[src/rtl/amo_pred_pkg.sv]
package amo_pred_pkg;

    typedef enum logic {
        ROUTE_OUTER = 1'b0,
        ROUTE_LOCAL = 1'b1
    } route_e;

endpackage

[src/rtl/amo_pred_table.sv]
module amo_pred_table #(
    parameter int IDX_W = 4,
    parameter int CPU_W = 3,
    parameter int CNT_W = 3
) (
    input  logic             clk_i,
    input  logic             rst_ni,
    input  logic [IDX_W-1:0] rd_idx_i,
    output logic             rd_vld_o,
    output logic [CPU_W-1:0] rd_cpu_o,
    output logic [CNT_W-1:0] rd_cnt_o,
    input  logic             wr_en_i,
    input  logic [CPU_W-1:0] wr_cpu_i,
    input  logic [CNT_W-1:0] wr_cnt_i
);

    localparam int DEPTH = 1 << IDX_W;

    typedef struct packed {
        logic             vld;
        logic [CPU_W-1:0] cpu;
        logic [CNT_W-1:0] cnt;
    } entry_t;

    entry_t tbl_d [DEPTH];
    entry_t tbl_q [DEPTH];

    // Read side: the entry as it stood before this cycle's update.
    always_comb begin
        rd_vld_o = tbl_q[rd_idx_i].vld;
        rd_cpu_o = tbl_q[rd_idx_i].cpu;
        rd_cnt_o = tbl_q[rd_idx_i].cnt;
    end

    // Next-state: only the indexed entry changes, and only on a request.
    always_comb begin
        for (int i = 0; i < DEPTH; i++) begin
            tbl_d[i] = tbl_q[i];
        end
        if (wr_en_i) begin
            tbl_d[rd_idx_i].vld = 1'b1;
            tbl_d[rd_idx_i].cpu = wr_cpu_i;
            tbl_d[rd_idx_i].cnt = wr_cnt_i;
        end
    end

    always_ff @(posedge clk_i or negedge rst_ni) begin
        if (!rst_ni) begin
            for (int i = 0; i < DEPTH; i++) begin
                tbl_q[i] <= '0;
            end
        end else begin
            for (int i = 0; i < DEPTH; i++) begin
                tbl_q[i] <= tbl_d[i];
            end
        end
    end

endmodule

[src/rtl/amo_pred_decide.sv]
module amo_pred_decide
    import amo_pred_pkg::*;
#(
    parameter int CPU_W     = 3,
    parameter int CNT_W     = 3,
    parameter int RUN_LIMIT = 4,
    parameter bit LOCAL_EN  = 1'b1
) (
    input  logic             ent_vld_i,
    input  logic [CPU_W-1:0] ent_cpu_i,
    input  logic [CNT_W-1:0] ent_cnt_i,
    input  logic [CPU_W-1:0] req_cpu_i,
    output route_e           route_o,
    output logic [CPU_W-1:0] nxt_cpu_o,
    output logic [CNT_W-1:0] nxt_cnt_o
);

    localparam logic [CNT_W-1:0] CNT_MAX = {CNT_W{1'b1}};
    localparam logic [CNT_W-1:0] CNT_ONE = {{(CNT_W-1){1'b0}}, 1'b1};
    localparam logic [CNT_W:0]   LIMIT   = (CNT_W+1)'(RUN_LIMIT);

    logic same_run;
    assign same_run = ent_vld_i && (ent_cpu_i == req_cpu_i);

    // Run-length update: extend and saturate, or restart at one.
    always_comb begin
        nxt_cpu_o = req_cpu_i;
        if (!same_run) begin
            nxt_cnt_o = CNT_ONE;
        end else if (ent_cnt_i == CNT_MAX) begin
            nxt_cnt_o = CNT_MAX;
        end else begin
            nxt_cnt_o = ent_cnt_i + CNT_ONE;
        end
    end

    generate
        if (LOCAL_EN) begin : g_predict
            always_comb begin
                if (same_run && ({1'b0, ent_cnt_i} > LIMIT)) begin
                    route_o = ROUTE_LOCAL;
                end else begin
                    route_o = ROUTE_OUTER;
                end
            end
        end else begin : g_fallback
            assign route_o = ROUTE_OUTER;
        end
    endgenerate

endmodule

[src/rtl/amo_locality_pred.sv]
module amo_locality_pred
    import amo_pred_pkg::*;
#(
    parameter int IDX_W     = 4,
    parameter int CPU_W     = 3,
    parameter int CNT_W     = 3,
    parameter int RUN_LIMIT = 4,
    parameter bit LOCAL_EN  = 1'b1
) (
    input  logic             clk_i,
    input  logic             rst_ni,
    input  logic             req_valid_i,
    input  logic [IDX_W-1:0] req_block_i,
    input  logic [CPU_W-1:0] req_cpu_i,
    output logic             route_local_o
);

    logic             ent_vld;
    logic [CPU_W-1:0] ent_cpu;
    logic [CNT_W-1:0] ent_cnt;
    logic [CPU_W-1:0] nxt_cpu;
    logic [CNT_W-1:0] nxt_cnt;
    route_e           route;

    amo_pred_table #(
        .IDX_W (IDX_W),
        .CPU_W (CPU_W),
        .CNT_W (CNT_W)
    ) u_table (
        .clk_i    (clk_i),
        .rst_ni   (rst_ni),
        .rd_idx_i (req_block_i),
        .rd_vld_o (ent_vld),
        .rd_cpu_o (ent_cpu),
        .rd_cnt_o (ent_cnt),
        .wr_en_i  (req_valid_i),
        .wr_cpu_i (nxt_cpu),
        .wr_cnt_i (nxt_cnt)
    );

    amo_pred_decide #(
        .CPU_W     (CPU_W),
        .CNT_W     (CNT_W),
        .RUN_LIMIT (RUN_LIMIT),
        .LOCAL_EN  (LOCAL_EN)
    ) u_decide (
        .ent_vld_i (ent_vld),
        .ent_cpu_i (ent_cpu),
        .ent_cnt_i (ent_cnt),
        .req_cpu_i (req_cpu_i),
        .route_o   (route),
        .nxt_cpu_o (nxt_cpu),
        .nxt_cnt_o (nxt_cnt)
    );

    assign route_local_o = req_valid_i && (route == ROUTE_LOCAL);

endmodule

[config.mk]
export PLATFORM = sky130hd
export DESIGN_NAME = amo_locality_pred
export DESIGN_NICKNAME = d
export VERILOG_FILES = /design/src/rtl/amo_pred_pkg.sv /design/src/rtl/amo_pred_table.sv /design/src/rtl/amo_pred_decide.sv /design/src/rtl/amo_locality_pred.sv
export SDC_FILE = /design/constraint.sdc
export NUM_CORES = 1
export LEC_CHECK = 0
export ABC_CLOCK_PERIOD_IN_PS = 3600
export BUFFER_PORTS_ARGS = -buffer_cell sky130_fd_sc_hd__buf_2
export CAP_MARGIN = 15
export CORE_MARGIN = 4
export CORE_UTILIZATION = 30
export CTS_CLUSTER_DIAMETER = 200
export DETAILED_ROUTE_END_ITERATION = 8
export PLACE_DENSITY_LB_ADDON = 0.3
export SLEW_MARGIN = 10
export SYNTH_ARGS = -nofsm -noshare
export SYNTH_HDL_FRONTEND = slang
export SYNTH_SLANG_ARGS = --single-unit
[constraint.sdc]
create_clock -name clk_i -period 3.6 [get_ports clk_i]
set_input_delay 0.54 -clock clk_i [delete_from_list [all_inputs] [get_ports clk_i]]
set_output_delay 0.54 -clock clk_i [all_outputs]
set_load 0.05 [all_outputs]
==> flow_metrics.py, run 1 <==
metrics = {
    "pwr": {
        "p_int_mw": 2.35,
        "p_leak_nw": 2.63,
        "sw_frac_of_total_pct": 27.8,
        "fin_total_pwr_mw": 3.25,
        "peakVddDrop_uv": 238,
        "power_frac_seq_pct": 48.6,
        "p_sw_mw": 0.905,
        "power-per-cell-area_nw_per_um2": 540,
        "clkPwrFrac_pct": 33.3,
        "pwr-share-comb_pct": 18.1,
    },
    "timing": {
        "max_freq_mhz": 300,
        "setup_violations": 0,
        "period_share_pct": 92.6,
        "hold_violations": 0,
        "max_slew_margin_pct": 46.9,
        "skew_ps": 9.89,
        "setup_tns_ps": 0,
        "rsz0062_at_grt": "false",
        "slew_viol_final": 0,
        "fin_ws_ps": 267,
        "finalHoldWorstSlack_ps": 267,
        "worst_slew_pin_slew_ps": 796,
        "layout_min_cycle_time_ps": 3330,
    },
    "floorplan": {
        "initial_core_util_pct": 30.9,
        "die_x_um": 142,
        "die_area_um2": 20200,
        "ios": 11,
        "core_area_um2": 17500,
        "row_count": 48,
        "dieHeight_um": 142,
    },
    "clocking": {
        "path_clk_slew_ps": 70,
        "clock-root-buffer": "clkbuf_16",
        "cts_hold_buffers": 0,
        "cts_resized": 0,
        "tritoncts": "built",
        "cts-htree-levels": 3,
        "post_cts_buffers": 0,
        "cts_buffers": 9,
        "cts_sinks": 112,
        "clkLatencyLatePin_ps": 360,
        "clock_path_buffers": 2,
    },
    "yosys": {
        "avgSynthCellArea_um2": 10.5,
        "synth_area_um2": 5400,
        "synth_warnings": 0,
        "postSynthCellCount": 516,
        "synth_flop_cell": "dfrtp_1",
        "synthArstFlopShare_pct": 100,
        "synth-edff-count": 0,
        "ys_ff_latch": 112,
        "syn_nets": 528,
        "synth_cell_types": 39,
        "ys_seq_area_share_pct": 51.9,
    },
    "global_routing": {
        "grtUsageMet3_pct": 2.18,
        "antenna_found_initial": 0,
        "top_usage_layer": "met2",
        "grt_pass1_vias": 3885,
        "use_met1_pct": 20.1,
        "grt_pass1_wl_um": 22400,
        "grt_start_max_net_pins": 61,
        "gr-total-overflow": 0,
        "met2_usage_pct": 23.0,
        "grt.total_usage_pct": 14.4,
    },
    "outcome": {
        "outcome": "finished, final reports clean",
    },
    "worst_setup_path": {
        "worst_setup_path_start_kind": "input port",
        "cpMostUsedCell": "buf_2",
        "critPathKind": "in2out",
        "crit_required_ps": 3060,
        "timing.rr.end": "u_table.tbl_q[63]",
        "path_max_fanout": 15,
        "r2r_setup_slack_ps": 1020,
        "r2r_start": "u_table.tbl_q[7]",
        "endpoint_kind": "output pin",
        "r2r_cells": 7,
        "critPathCapture": "route_local_o",
        "max_stage_delay_ps": 500,
        "slowest_stage": "mux4_2",
        "crit_start": "req_block_i[2]",
        "cp_cell_sequence": "buf_2 > buf_12 > mux4_2 > mux2i_1 > xor2_1 > and4b_1 > o211ai_4 > and4bb_1 > buf_2",
        "cp.arrival_ps": 2790,
    },
    "final_layout": {
        "areaGrowthSynthToFinish_pct": 11.5,
        "nNetsFinal": 538,
        "max_flop_register": "u_table.tbl_q",
        "antenna_cells": 0,
        "multi_input_area_um2": 2400,
        "fin_cells": 756,
        "reg_top3": "u_table.tbl_q (112)",
        "final_layout_size_suffix_gt1_share_pct": 14.9,
        "largest_register_ffs": 112,
        "fillers": 1702,
        "ff_latch_area_um2": 2800,
    },
    "job": {
        "drv_cap": 0,
    },
    "routing": {
        "post_drt_wl_per_cell_um": 18.0,
        "drt-total-wl_um": 13600,
        "drtIter0Drc": 346,
        "drtPass1Iterations": 5,
        "ant_nets": 0,
        "drc": 0,
        "routed_via_density": 5.12,
        "num_vias": 3871,
    },
    "placement": {
        "routabilityCongestion": 0.817,
        "pre_cts_ws_ps": 202,
        "post-place-cells": 740,
        "io_buffers": 10,
        "place.detailed.hpwl_um": 9430,
    },
    "worst_hold_path": {
        "holdCritPathClass": "in2async",
    },
}
==> through the flow <==
step           instance area [um2]  util [%]
2_1_floorplan                 5400         -
3_3_place_gp                  5700      32.6
3_5_place_dp                  5700      32.6
4_1_cts                       6020      34.4
5_1_grt                       6020      34.4
6_report                      6020      34.4
==> layer usage <==
metal	vias to the layer above	routed length [um]
li1	1797	-
met1	1976	6410
met2	80	6460
met3	18	503
met4	0	219
met5	-	0
==> how the worst min path moves through the flow <==
stage | start | endpoint | slack, ps
floorplan | rst_ni | u_table.tbl_q[0] | 240
global placement | u_table.tbl_q[90] | u_table.tbl_q[90] | 440
detailed placement | u_table.tbl_q[41] | u_table.tbl_q[41] | 450
CTS | rst_ni | u_table.tbl_q[100] | 290
global route | rst_ni | u_table.tbl_q[48] | 340
finish | rst_ni | u_table.tbl_q[43] | 270
==> placed cells by master, fill, tap and decap left out, types with 2 or more instances in the layout <==
master and n:
or2_2 2, nor2_2 2, nor2_1 15, nand2b_1 19, dfrtp_1 112, buf_2 9, nand3_1 3, clkinv_2 2
buf_12 2, mux2i_1 12, nand2_1 213, o22a_1 16, ha_1 2, a22oi_1 4, mux4_1 2, buf_4 16
nor2b_1 2, inv_1 2, bufinv_16 2, o21ai_0 3, mux4_2 24, clkbuf_16 9, o31ai_1 32, mux2_2 3
nor3_1 5
==> power groups by stage <==
stage / combinational [mW] / sequential, mW / clock, mW
CTS: 0.598 / 1.58 / 1.10
finish: 0.590 / 1.58 / 1.08
detailed placement: 0.599 / 1.60 / 0
global placement: 0.580 / 1.60 / 0
floorplan: 0.465 / 1.55 / 0
global route: 0.664 / 1.60 / 1.14
==> area by class of cell <==
| type | count | share of cell area, % |
|---|---|---|
| Clock buffer | 9 | 3.74 |
| Clock inverter | 7 | 1.58 |
| Inverter | 2 | 0.125 |
| Multi-Input combinational cell | 374 | 39.9 |
| Sequential cell | 112 | 46.6 |
| Tap cell | 225 | 4.68 |
| Timing Repair Buffer | 27 | 3.41 |
==> cells in the mapped netlist (4+ instances only) <==
library cell	count	share of area [%]
mux2i_1	12	2.2
buf_2	8	0.74
mux4_2	24	10
nor2_1	15	1.0
nand2b_1	19	2.2
nand2_1	213	15
a22oi_1	4	0.56
nor3_1	5	0.46
o22a_1	16	2.6
clkbuf_1	11	0.77
o31ai_1	32	4.5
buf_6	7	1.5
dfrtp_1	112	52
==> worst max-delay path: cells and delay by family <==
family	cells	cell delay (ps)
and+or+nand+nor	2	580
buffers and inverters	3	720
AOI/OAI and AO/OA	1	100
muxes	2	670
xor gates and xnor gates	1	160
==> kinds of logic after synthesis <==
logic type	after synthesis	share of synthesized area (%)
buffers and inverters	30	3.55
AOI/OAI and AO/OA	61	9.11
and+or+nand+nor	267	20.5
xor gates and xnor gates	3	0.626
muxes	41	13.8
adders and majority gates	2	0.464
DFF	112	51.9
Note: power is estimated with default switching activity, not from simulation.
==> run 2, diff against run 1 <==
==> constraint.sdc (replaced) <==
create_clock -name clk_i -period 3.6 [get_ports clk_i]
set_input_delay 0 -clock clk_i [delete_from_list [all_inputs] [get_ports clk_i]]
set_output_delay 0 -clock clk_i [all_outputs]
set_load 0.05 [all_outputs]
==> flow_metrics.py, run 2 (synthesis results as in run 1) <==
metrics = {
    "outcome": {
        "outcome": "finished, final reports clean",
    },
    "routing": {
        "drtIter0Drc": 277,
        "drtPass1Iterations": 5,
        "ant_nets": 0,
        "drt-total-wl_um": 13400,
        "post_drt_wl_per_cell_um": 17.9,
        "routed_via_density": 5.07,
        "drc": 0,
        "num_vias": 3799,
    },
    "global_routing": {
        "antenna_found_initial": 0,
        "grt_start_max_net_pins": 41,
        "grt.total_usage_pct": 14.2,
        "grt_pass1_wl_um": 22200,
        "grt_pass1_vias": 3847,
        "gr-total-overflow": 0,
    },
    "worst_setup_path": {
        "crit_required_ps": 3600,
        "slowest_stage": "mux4_1",
        "path_max_fanout": 18,
        "max_stage_delay_ps": 580,
        "cp_cell_sequence": "mux4_1 > mux4_2 > xnor2_2 > o211ai_4 > and4bb_1 > buf_2",
        "crit_family": "multiplexers",
        "endpoint_kind": "output pin",
        "critPathKind": "reg2out",
        "worst_setup_path_start_kind": "flop",
        "cp.arrival_ps": 2900,
        "crit_buf_inv": 1,
    },
    "clocking": {
        "post_cts_buffers": 0,
        "cts_buffers": 9,
        "clock-root-buffer": "clkbuf_16",
        "cts_sinks": 112,
        "cts-htree-levels": 3,
        "cts_resized": 0,
        "clkLatencyLatePin_ps": 360,
        "path_clk_slew_ps": 70,
        "clock_path_buffers": 2,
        "tritoncts": "built",
    },
    "final_layout": {
        "nNetsFinal": 531,
        "final_common_cell": "nand2_1",
        "areaGrowthSynthToFinish_pct": 10.4,
        "final_layout_size_suffix_gt1_share_pct": 13.5,
        "mostFrequentLayoutCells": "nand2_1 (213), dfrtp_1 (112), o31ai_1 (32)",
        "reg_top3": "u_table.tbl_q (112)",
        "final_area_um2": 5950,
        "antenna_cells": 0,
        "max_flop_register": "u_table.tbl_q",
        "largest_register_ffs": 112,
    },
    "placement": {
        "io_buffers": 10,
        "place.detailed.hpwl_um": 9340,
        "routabilityCongestion": 0.786,
        "place_area_um2": 5610,
    },
    "timing": {
        "max_slew_margin_pct": 52.4,
        "worst_slew_pin_slew_ps": 714,
        "rsz0062_at_grt": "false",
        "period_share_pct": 80.6,
        "setup_violations": 0,
        "skew_ps": 9.89,
        "max_freq_mhz": 345,
        "finalHoldWorstSlack_ps": 54.8,
        "hold_violations": 0,
        "layout_min_cycle_time_ps": 2900,
        "setup_tns_ps": 0,
        "slew_viol_final": 0,
    },
    "pwr": {
        "p_leak_nw": 2.60,
        "fin_total_pwr_mw": 3.25,
        "peakVddDrop_uv": 262,
        "power-per-cell-area_nw_per_um2": 546,
    },
    "floorplan": {
        "core_area_um2": 17500,
        "ios": 11,
        "dieHeight_um": 142,
        "die_area_um2": 20200,
        "die_x_um": 142,
        "initial_core_util_pct": 30.9,
        "row_count": 48,
    },
    "worst_hold_path": {
        "holdCritPathClass": "in2reg",
    },
    "job": {
        "drv_cap": 0,
    },
}
==> run 2: metal layers <==
layer	global-route usage (%)	routed length (um)	vias up
li1	-	-	1779
met1	20.2	6140	1944
met2	22.1	6520	61
met3	2.15	539	15
met4	5.30	236	0
met5	0	0	-
==> run 2: power by group <==
group	switching [mW]	internal, mW
clock network	0.458	0.647
registers	0.110	1.46
logic	0.312	0.261
==> run 2: worst paths after layout <==
kind                              startpoint                  to  slack [ps]  cells past startpoint
max                        u_table.tbl_q[73]       route_local_o         700                      6
min                             req_cpu_i[0]   u_table.tbl_q[52]          50                      3
max reg2reg                u_table.tbl_q[21]    u_table.tbl_q[1]         850                      7
min reg2reg                u_table.tbl_q[62]   u_table.tbl_q[62]         460                      1
max in group asynchronous             rst_ni    u_table.tbl_q[4]        2580                      3
min in group asynchronous             rst_ni  u_table.tbl_q[100]         130                      2
==> run 2: worst register-to-register path: stages (launching register included) <==
cell     delay, ps
dfrtp_1        400
mux4_2         480
mux4_2         530
ha_1           240
nand3_1        130
o21ai_0        120
nor2_2         550
o31ai_1        160
==> run 2: final cells by class <==
class | count | area [um2]
Sequential cell | 112 | 2800
Inverter | 2 | 7.51
Clock buffer | 11 | 253
Fill cell | 1737 | 11500
Clock inverter | 5 | 78.8
Tap cell | 225 | 282
Timing Repair Buffer | 20 | 130
Multi-Input combinational cell | 374 | 2400
==> run 2: metrics by stage <==
step	cells	worst slack, ps	util (%)
final	749	698	34.1
after global routing	749	589	34.1
after CTS	749	668	34.1
after detailed placement	732	547	32.1
after global placement	732	658	32.1
after floorplan	516	778	-
==> run 2: timing repair <==
item                                   CTS  global route
setup endpoints to repair                0             0
hold buffers                             1             0
endpoints found under the hold margin   32             0
==> run 3, diff against run 2 <==
ABC_CLOCK_PERIOD_IN_PS = 2650   (was 3600)
clock period = 2.65 ns   (was 3.6 ns; I/O delays follow)
==> flow_metrics.py, run 3 (synthesis results as in run 1) <==
metrics = {
    "floorplan": {
        "ios": 11,
        "initial_core_util_pct": 30.9,
        "die_area_um2": 20200,
        "row_count": 48,
        "dieHeight_um": 142,
        "core_area_um2": 17500,
        "die_x_um": 142,
    },
    "worst_setup_path": {
        "slowest_stage": "mux4_2",
        "worst_setup_path_start_kind": "flop",
        "cpMostUsedCell": "mux4_2",
        "path_max_fanout": 3,
        "cp_cell_sequence": "mux4_2 > mux4_2 > xnor2_2 > o211ai_4 > and4bb_2 > buf_8",
        "max_stage_delay_ps": 510,
        "r2r_setup_slack_ps": 210,
        "critPathKind": "reg2out",
        "crit_required_ps": 2650,
        "endpoint_kind": "output pin",
        "cp.arrival_ps": 2620,
    },
    "global_routing": {
        "grt.total_usage_pct": 14.8,
        "antenna_found_initial": 0,
        "gr-total-overflow": 0,
        "grt_pass1_wl_um": 22900,
        "grt_pass1_vias": 4076,
        "grt_start_max_net_pins": 58,
    },
    "pwr": {
        "p_int_mw": 3.02,
        "power-per-cell-area_nw_per_um2": 709,
        "p_leak_nw": 2.63,
        "clkPwrFrac_pct": 30.7,
        "sw_frac_of_total_pct": 29.4,
        "p_sw_mw": 1.26,
        "pwr-share-comb_pct": 19.2,
        "power_frac_seq_pct": 50.1,
        "fin_total_pwr_mw": 4.28,
        "peakVddDrop_uv": 410,
    },
    "outcome": {
        "outcome": "finished, final reports clean",
    },
    "routing": {
        "met2_length_um": 6550,
        "num_vias": 3898,
        "drc": 0,
        "drtIter0Drc": 342,
        "wl_met1_um": 6680,
        "routed_via_density": 5.10,
        "ant_nets": 0,
        "top_layer": "met4",
        "met3WireLength_um": 725,
        "drtPass1Iterations": 5,
        "post_drt_wl_per_cell_um": 18.7,
        "drt-total-wl_um": 14300,
    },
    "final_layout": {
        "mostFrequentLayoutCells": "nand2_1 (213), dfrtp_1 (112), o31ai_1 (32)",
        "nNetsFinal": 546,
        "final_layout_size_suffix_gt1_share_pct": 16.1,
        "largest_register_ffs": 112,
        "final_common_cell": "nand2_1",
        "final_core_util_pct": 34.5,
        "antenna_cells": 0,
        "areaGrowthSynthToFinish_pct": 11.8,
        "reg_top3": "u_table.tbl_q (112)",
        "max_flop_register": "u_table.tbl_q",
    },
    "clocking": {
        "cts_buffers": 9,
        "cts-htree-levels": 3,
        "cts_sinks": 112,
        "path_clk_slew_ps": 80,
        "clkLatencyLatePin_ps": 360,
        "tritoncts": "built",
        "clock-root-buffer": "clkbuf_16",
        "clock_path_buffers": 2,
    },
    "timing": {
        "worst_slew_pin_slew_ps": 754,
        "period_share_pct": 99.0,
        "setup_violations": 0,
        "slew_viol_final": 0,
        "fin_ws_ps": 26.4,
        "max_slew_margin_pct": 49.7,
        "hold_violations": 0,
        "rsz0062_at_grt": "true",
        "skew_ps": 9.00,
        "max_freq_mhz": 381,
        "layout_min_cycle_time_ps": 2620,
    },
    "worst_hold_path": {
        "holdCritPathClass": "in2reg",
    },
    "job": {
        "drv_cap": 0,
    },
    "placement": {
        "pre_cts_ws_ps": 67.4,
        "place.detailed.hpwl_um": 9920,
        "routabilityCongestion": 0.825,
        "io_buffers": 10,
    },
}
[run 3: cell types whose count changed in the layout (fill, tap and decap cells not counted), sizes merged]
cell         previous run  this run
clkinvlp                0         3
clkbuf                 11         9
buf                    19        33
bufinv                  2         0
clkinv                  3         2
dlygate4sd3             1         2
inv                     2         4
[run 3: stage by stage]
step	std cells	area [um2]	TNS, ps	hold WS [ps]
finish	764	6030	0	41.6
CTS	763	6020	0	42.4
floorplan	516	5410	0	-296
global route	764	6030	-43.8	51.4
global placement	745	5710	0	104
detailed placement	745	5710	0	115
[run 3: layer usage]
layer	track usage (%)	vias to the layer above
li1	-	1807
met1	20.9	1964
met2	23.0	99
met3	3.46	28
met4	4.19	0
met5	0	-
[run 3: layout make-up]
type                            instances  area, um2
Sequential cell                       112       2800
Inverter                                2       7.51
Tap cell                              225        282
Multi-Input combinational cell        374       2400
Clock buffer                            9        225
Clock inverter                          7       56.3
Timing Repair Buffer                   35        255
Fill cell                            1768      11400
[run 3: power by group through the flow]
stage	Sequential (mW)	Combinational [mW]	Clock, mW
2_1_floorplan	2.11	0.634	0
3_3_place_gp	2.16	0.788	0
3_5_place_dp	2.17	0.812	0
4_1_cts	2.14	0.817	1.34
5_1_grt	2.17	0.912	1.40
6_report	2.14	0.821	1.32
[run 3: worst paths after layout]
| path | from | endpoint | cells after the start |
|---|---|---|---|
| worst max-delay path | u_table.tbl_q[38] | route_local_o | 6 |
| worst min-delay path | req_cpu_i[0] | u_table.tbl_q[101] | 3 |
| worst max register to register | u_table.tbl_q[0] | u_table.tbl_q[77] | 7 |
| worst min register to register | u_table.tbl_q[55] | u_table.tbl_q[55] | 1 |
| max in group asynchronous | rst_ni | u_table.tbl_q[38] | 3 |
| min in group asynchronous | rst_ni | u_table.tbl_q[41] | 2 |
[run 3: repair_timing]
action                                 CTS  global route
endpoints found under the hold margin   59             0
pin swaps                                0             2
setup buffers                            0             1
gates resized for setup                  3             3
setup endpoints to repair                1             9
hold buffers                             2             0
[run 3: worst max-delay path: cells and delay by family (launching register included)]
kind / cells / cell delay (ps)
buffers and inverters: 1 / 160
xor gates and xnor gates: 1 / 220
DFF: 1 / 390
and+or+nand+nor: 1 / 360
AOI/OAI and AO/OA: 1 / 100
muxes: 2 / 1020
